$ cat config.mk
export PLATFORM = sky130hd
export DESIGN_NAME = irq_prio_resolver
export DESIGN_NICKNAME = d
export VERILOG_FILES = /design/src/rtl/irq_res_pkg.sv /design/src/rtl/irq_prio_search.sv /design/src/rtl/irq_state_ctrl.sv /design/src/rtl/irq_prio_resolver.sv
export SDC_FILE = /design/constraint.sdc
export NUM_CORES = 1
export LEC_CHECK = 0
export BUFFER_PORTS_ARGS = -buffer_cell sky130_fd_sc_hd__buf_4
export CORE_MARGIN = 2
export CORE_UTILIZATION = 30
export CTS_CLUSTER_DIAMETER = 200
export DETAILED_ROUTE_END_ITERATION = 7
export SETUP_SLACK_MARGIN = 0.05
export SLEW_MARGIN = 30
export SYNTH_ARGS = -nofsm -noshare
export SYNTH_HDL_FRONTEND = slang
export SYNTH_SLANG_ARGS = --single-unit
export TNS_END_PERCENT = 1
$ cat constraint.sdc
create_clock -name clk -period 9.9 [get_ports clk]
set_input_delay 1.485 -clock clk [delete_from_list [all_inputs] [get_ports clk]]
set_output_delay 1.485 -clock clk [all_outputs]
set_load 0.01 [all_outputs]
$ cat src/rtl/irq_res_pkg.sv
package irq_res_pkg;

  // command operation codes
  localparam logic [2:0] OP_EOI_NS       = 3'd0;
  localparam logic [2:0] OP_EOI_NS_ROT   = 3'd1;
  localparam logic [2:0] OP_EOI_SPEC     = 3'd2;
  localparam logic [2:0] OP_EOI_SPEC_ROT = 3'd3;
  localparam logic [2:0] OP_SET_PRIO     = 3'd4;

  // (a + b) mod lines
  function automatic int unsigned wrap_add(input int unsigned a,
                                           input int unsigned b,
                                           input int unsigned lines);
    return (a + b) % lines;
  endfunction

endpackage

$ cat src/rtl/irq_prio_search.sv
module irq_prio_search #(
  parameter int LINES = 8,
  parameter int LW    = $clog2(LINES)
) (
  input  logic [LINES-1:0] vec_i,
  input  logic [LW-1:0]    base_i,
  output logic [LW:0]      prio_o
);

  logic [2*LINES-1:0] dbl;
  logic [LINES-1:0]   rot;

  // rot[p] is the line that holds rank p
  assign dbl = {vec_i, vec_i} >> base_i;
  assign rot = dbl[LINES-1:0];

  always_comb begin
    prio_o = (LW+1)'(LINES);
    for (int p = LINES - 1; p >= 0; p--) begin
      if (rot[p]) prio_o = (LW+1)'(p);
    end
  end

endmodule

$ cat src/rtl/irq_state_ctrl.sv
module irq_state_ctrl
  import irq_res_pkg::*;
#(
  parameter int LINES = 8,
  parameter int LW    = $clog2(LINES)
) (
  input  logic             clk,
  input  logic             rst_n,
  input  logic             ack_i,
  input  logic             grant_i,
  input  logic [LW-1:0]    win_line_i,
  input  logic             auto_eoi_i,
  input  logic             rot_aeoi_i,
  input  logic             cmd_valid_i,
  input  logic [2:0]       cmd_op_i,
  input  logic [LW-1:0]    cmd_line_i,
  input  logic [LW:0]      top_prio_i,
  output logic [LINES-1:0] isr_o,
  output logic [LW-1:0]    offset_o
);

  logic [LINES-1:0] isr_q, isr_d;
  logic [LW-1:0]    off_q, off_d;
  logic [LW-1:0]    top_line;
  logic             isr_empty;

  function automatic logic [LW-1:0] succ(input logic [LW-1:0] l);
    return LW'(wrap_add(int'(l), 1, LINES));
  endfunction

  assign isr_empty = (top_prio_i == (LW+1)'(LINES));
  assign top_line  = LW'(wrap_add(int'(top_prio_i[LW-1:0]), int'(off_q), LINES));

  always_comb begin
    isr_d = isr_q;
    off_d = off_q;
    if (cmd_valid_i) begin
      case (cmd_op_i)
        OP_EOI_NS, OP_EOI_NS_ROT: begin
          if (!isr_empty) begin
            isr_d[top_line] = 1'b0;
            if (cmd_op_i == OP_EOI_NS_ROT) off_d = succ(top_line);
          end
        end
        OP_EOI_SPEC: isr_d[cmd_line_i] = 1'b0;
        OP_EOI_SPEC_ROT: begin
          isr_d[cmd_line_i] = 1'b0;
          off_d = succ(cmd_line_i);
        end
        OP_SET_PRIO: off_d = succ(cmd_line_i);
        default: ;
      endcase
    end else if (ack_i && grant_i) begin
      if (!auto_eoi_i)     isr_d[win_line_i] = 1'b1;
      else if (rot_aeoi_i) off_d = succ(win_line_i);
    end
  end

  always_ff @(posedge clk) begin
    if (!rst_n) begin
      isr_q <= '0;
      off_q <= '0;
    end else begin
      isr_q <= isr_d;
      off_q <= off_d;
    end
  end

  assign isr_o    = isr_q;
  assign offset_o = off_q;


  ack_sets_isr_chk: assert property (@(posedge clk) disable iff (!rst_n)
    (ack_i && grant_i && !cmd_valid_i && !auto_eoi_i) |=> isr_q[$past(win_line_i)]);


  aeoi_isr_stable_chk: assert property (@(posedge clk) disable iff (!rst_n)
    (ack_i && grant_i && !cmd_valid_i && auto_eoi_i) |=> $stable(isr_q));


  eoi_empty_chk: assert property (@(posedge clk) disable iff (!rst_n)
    (cmd_valid_i && (cmd_op_i == OP_EOI_NS || cmd_op_i == OP_EOI_NS_ROT) && isr_q == '0)
    |=> ($stable(isr_q) && $stable(off_q)));


  spec_eoi_chk: assert property (@(posedge clk) disable iff (!rst_n)
    (cmd_valid_i && cmd_op_i == OP_EOI_SPEC) |=> !isr_q[$past(cmd_line_i)]);


  isr_growth_chk: assert property (@(posedge clk) disable iff (!rst_n)
    1'b1 |=> ($countones(isr_q) <= $countones($past(isr_q)) + 1));

endmodule

$ cat src/rtl/irq_prio_resolver.sv
module irq_prio_resolver
  import irq_res_pkg::*;
#(
  parameter int LINES        = 8,
  parameter int CASCADE_LINE = 2,
  parameter int LW           = $clog2(LINES)
) (
  input  logic             clk,
  input  logic             rst_n,
  input  logic [LINES-1:0] req_i,
  input  logic [LINES-1:0] mask_i,
  input  logic             auto_eoi_i,
  input  logic             rot_aeoi_i,
  input  logic             special_mask_i,
  input  logic             sfnm_i,
  input  logic             master_i,
  input  logic             ack_i,
  input  logic             cmd_valid_i,
  input  logic [2:0]       cmd_op_i,
  input  logic [LW-1:0]    cmd_line_i,
  output logic             int_o,
  output logic             win_valid_o,
  output logic [LW-1:0]    win_line_o,
  output logic [LINES-1:0] isr_o,
  output logic [LW-1:0]    offset_o
);

  logic [LINES-1:0] pend, cur_vec, casc_excl, smm_excl;
  logic [LW:0]      prio_req, prio_cur, prio_top;
  logic             grant;

  assign pend      = req_i & ~mask_i;
  assign smm_excl  = special_mask_i ? mask_i : '0;
  assign casc_excl = (sfnm_i && master_i) ? (LINES'(1) << CASCADE_LINE) : '0;
  assign cur_vec   = isr_o & ~smm_excl & ~casc_excl;

  irq_prio_search #(.LINES(LINES), .LW(LW)) u_req_search (
    .vec_i(pend), .base_i(offset_o), .prio_o(prio_req));

  irq_prio_search #(.LINES(LINES), .LW(LW)) u_cur_search (
    .vec_i(cur_vec), .base_i(offset_o), .prio_o(prio_cur));

  irq_prio_search #(.LINES(LINES), .LW(LW)) u_top_search (
    .vec_i(isr_o), .base_i(offset_o), .prio_o(prio_top));

  assign grant       = (prio_req < prio_cur);
  assign int_o       = grant;
  assign win_valid_o = grant;
  assign win_line_o  = LW'(wrap_add(int'(prio_req[LW-1:0]), int'(offset_o), LINES));

  irq_state_ctrl #(.LINES(LINES), .LW(LW)) u_state (
    .clk(clk), .rst_n(rst_n),
    .ack_i(ack_i), .grant_i(grant), .win_line_i(win_line_o),
    .auto_eoi_i(auto_eoi_i), .rot_aeoi_i(rot_aeoi_i),
    .cmd_valid_i(cmd_valid_i), .cmd_op_i(cmd_op_i), .cmd_line_i(cmd_line_i),
    .top_prio_i(prio_top),
    .isr_o(isr_o), .offset_o(offset_o));


  win_pending_chk: assert property (@(posedge clk) disable iff (!rst_n)
    int_o |-> pend[win_line_o]);


  no_pend_no_int_chk: assert property (@(posedge clk) disable iff (!rst_n)
    (pend == '0) |-> !int_o);

endmodule

==> flow_summary.yaml <==
run_status:
  outcome: "finished clean"
synth:
  async_flop_share_pct: 0
  synth_commonest_cells: "mux2i_1, nand2_1, nor2_1, a21oi_1, o21ai_0"
  syn_area_per_cell_um2: 8.20
  yosysMostFrequentCell: "mux2i_1"
  netlist_instances: 315
  yosys-top-cells-area: "mux4_2, mux2i_1, dfxtp_1"
  netlist_area_um2: 2580
  yosysWarnings: 0
  synth_top_area_share_pct: 11.3
  synth-seq-cells: 11
  yosysTopAreaCell: "mux4_2"
  synth.distinct_cells: 67
  yosysSeqAreaShare_pct: 8.52
  synth_edf_count: 0
  synth_ff_type: "dfxtp_1"
  syn-num-nets: 354
finish:
  multiInputGateArea_um2: 2220
  syn2layout_area_growth_pct: 16.8
  fin_cells: 454
  final-seq-area_um2: 220
  insertedDiodeCount: 0
  drive_gt1_share_pct: 24.6
  layout.nets: 389
  nFillCells: 878
cts:
  cts.reportedPaths.clkPinSlew_ns: 0.05
  cts-buffers-inserted: 3
  cts_tree: "yes"
  clkLatencyLatePin_ns: 0.25
  cts.path.max_buffers: 2
  htreeDepth: 1
  cts_resized: 0
  cts-root-buf: "clkbuf_8"
  hold_buffers: 0
  cts_num_sinks: 11
  cts_setup_buffers: 0
job:
  drv_cap: 0
critical_path:
  critPathSlowestCell: "mux4_2"
  critical_path.cell_chain: "buf_4, nand2b_1, mux4_2, mux2_2, and2_1, or3b_2, a21oi_1, ha_1, o21a_1, o21ai_0, nand2b_1, nand2_4, buf_4"
  rrSetupSlack_ns: 5.57
  critical_path.max_stage_delay_ns: 0.49
  cp_max_fo: 10
  worst_setup_path_end_kind: "output pin"
  worstPathRequired_ns: 8.42
  cp-start-kind: "input port"
  critPathKind: "in -> out"
  cp_data_arrival_time_ns: 4.51
sta:
  fin_worst_skew_ns: 0.00528
  fin_setup_tns_ns: 0
  slew_headroom_pct: 54.6
  drv_slew: 0
  max_freq_mhz: 167
  setup-violations-final: 0
  max_slew.worst_pin.slew_ns: 0.680
  layout_min_cycle_time_ns: 5.99
  grt_setup_unrepaired: "false"
  timing_hold_violations_final: 0
  final.period_utilization_pct: 60.5
floorplan:
  core_area_um2: 8300
  die-area_um2: 9370
  die_w_um: 96.8
  die_h_um: 96.8
  io_pins: 47
  initial_core_util_pct: 31.1
  rows: 33
power_and_ir_drop:
  ir_drop_v: 0.000262
  clkPwrFrac_pct: 4.9
  p_leak_uw: 0.00118
  p_per_area_nw_per_um2: 319
  seq_power_share_pct: 7.2
  switching_power_uw: 530
  power.share.switching_pct: 55.0
  intPower_uw: 434
  p_comb_share_pct: 87.9
route:
  drt-total-wl_mm: 7.89
  num_vias: 2672
  post_drt_wl_per_cell_um: 17.4
  drt_iter0_drc: 162
  antenna_left: 0
  drt-pass1-iter-count: 4
  drc: 0
  via_per_inst: 5.89
grt:
  grt_usage_pct: 16.1
  grt_pass1_wl_mm: 12.7
  antenna_found_initial: 0
  overflow: 0
  grt_pass1_vias: 2588
  grt_max_degree: 39
placed_design:
  dp_cells: 450
  place_hpwl_mm: 6.13
  io_buffers: 46
  gp_congestion: 0.873
hold_path:
  hp-class: "reg -> reg"
-- stage by stage --
| stage | utilization [%] | setup WS [ns] | hold WS [ns] | power, uW | area [um2] |
|---|---|---|---|---|---|
| floorplan | - | 4.26 | 0.576 | 705 | 2580 |
| global placement | 35.8 | 3.94 | 0.689 | 899 | 2970 |
| detailed placement | 35.8 | 3.90 | 0.660 | 909 | 2970 |
| CTS | 36.4 | 3.88 | 0.669 | 963 | 3020 |
| global route | 36.4 | 3.73 | 0.711 | 1040 | 3020 |
| finish | 36.4 | 3.91 | 0.665 | 963 | 3020 |
-- area by class of cell --
cell class | count | area share, %
clock inverter | 1 | 0.166
multi-input combinational | 277 | 73.6
inverter | 8 | 0.995
clock buffer | 3 | 1.37
tap | 105 | 4.35
timing repair buffer | 49 | 12.2
sequential | 11 | 7.30
-- cells in the final DEF (no fill, tap or decap), types with 3 or more instances in the layout --
cell	count
a221oi_1	3
clkbuf_8	3
a21boi_0	7
a21bo_2	4
a211oi_1	9
nor2_1	16
nor4b_1	5
mux4_2	13
nor3b_1	3
nor3_1	7
ha_1	6
dfxtp_1	11
nand4_1	3
a32oi_1	3
and2_1	4
inv_1	6
nand3_1	5
nand2b_1	14
o21ai_0	15
buf_4	49
nand2_1	25
xnor2_1	3
mux2_2	5
o31ai_1	4
or3b_1	3
o211ai_1	4
a41oi_1	3
a31oi_1	7
nor4_1	5
a21oi_1	15
nor4bb_1	4
mux2i_1	29
nor2b_1	13
-- per-layer routing --
layer	up-vias	wire length, um	global-route usage (%)
met5	-	0	0
met4	0	76	4.23
met3	11	442	1.66
met2	93	3680	26.2
met1	1269	3690	22.7
li1	1299	-	-
-- flip-flops by register name, indices dropped and copies added (netlist names) --
register and count:
u_state.isr_o 8, u_state.offset_o 3
-- worst max-delay path: cells and delay by family --
family | cells | cell delay [ns]
AOI/OAI and AO/OA | 3 | 0.60
buffers and inverters | 2 | 0.26
and+or+nand+nor | 5 | 1.05
adders and majority gates | 1 | 0.29
muxes | 2 | 0.80
-- worst paths after layout --
kind / startpoint / end / cells past startpoint
worst max register to register: u_state.offset_o[0]$_SDFFE_PN0P_ / u_state.isr_o[0]$_SDFFE_PN0P_ / 11
worst max-delay path: mask_i[0] / int_o / 13
worst min register to register: u_state.isr_o[7]$_SDFFE_PN0P_ / u_state.isr_o[7]$_SDFFE_PN0P_ / 2
worst min-delay path: u_state.isr_o[7]$_SDFFE_PN0P_ / u_state.isr_o[7]$_SDFFE_PN0P_ / 2
-- power groups by stage --
stage / combinational [uW] / sequential (uW) / clock [uW]
2_1_floorplan: 631 / 74.9 / 0
3_3_place_gp: 828 / 70.7 / 0
3_5_place_dp: 838 / 70.2 / 0
4_1_cts: 845 / 69.5 / 48.1
5_1_grt: 924 / 70.9 / 49.5
6_report: 847 / 68.9 / 47.2
-- logic make-up (layout without fill, tap and decap cells) --
family	Yosys count	in the layout	synth area share, %
compound gates	95	95	27.0
xor+xnor	5	5	1.70
flops	11	11	8.52
mux	47	47	24.7
buf+inv	27	61	5.47
simple gates	122	122	28.1
fa+ha+maj	8	8	4.46
Power figures use the tool's default switching activity.
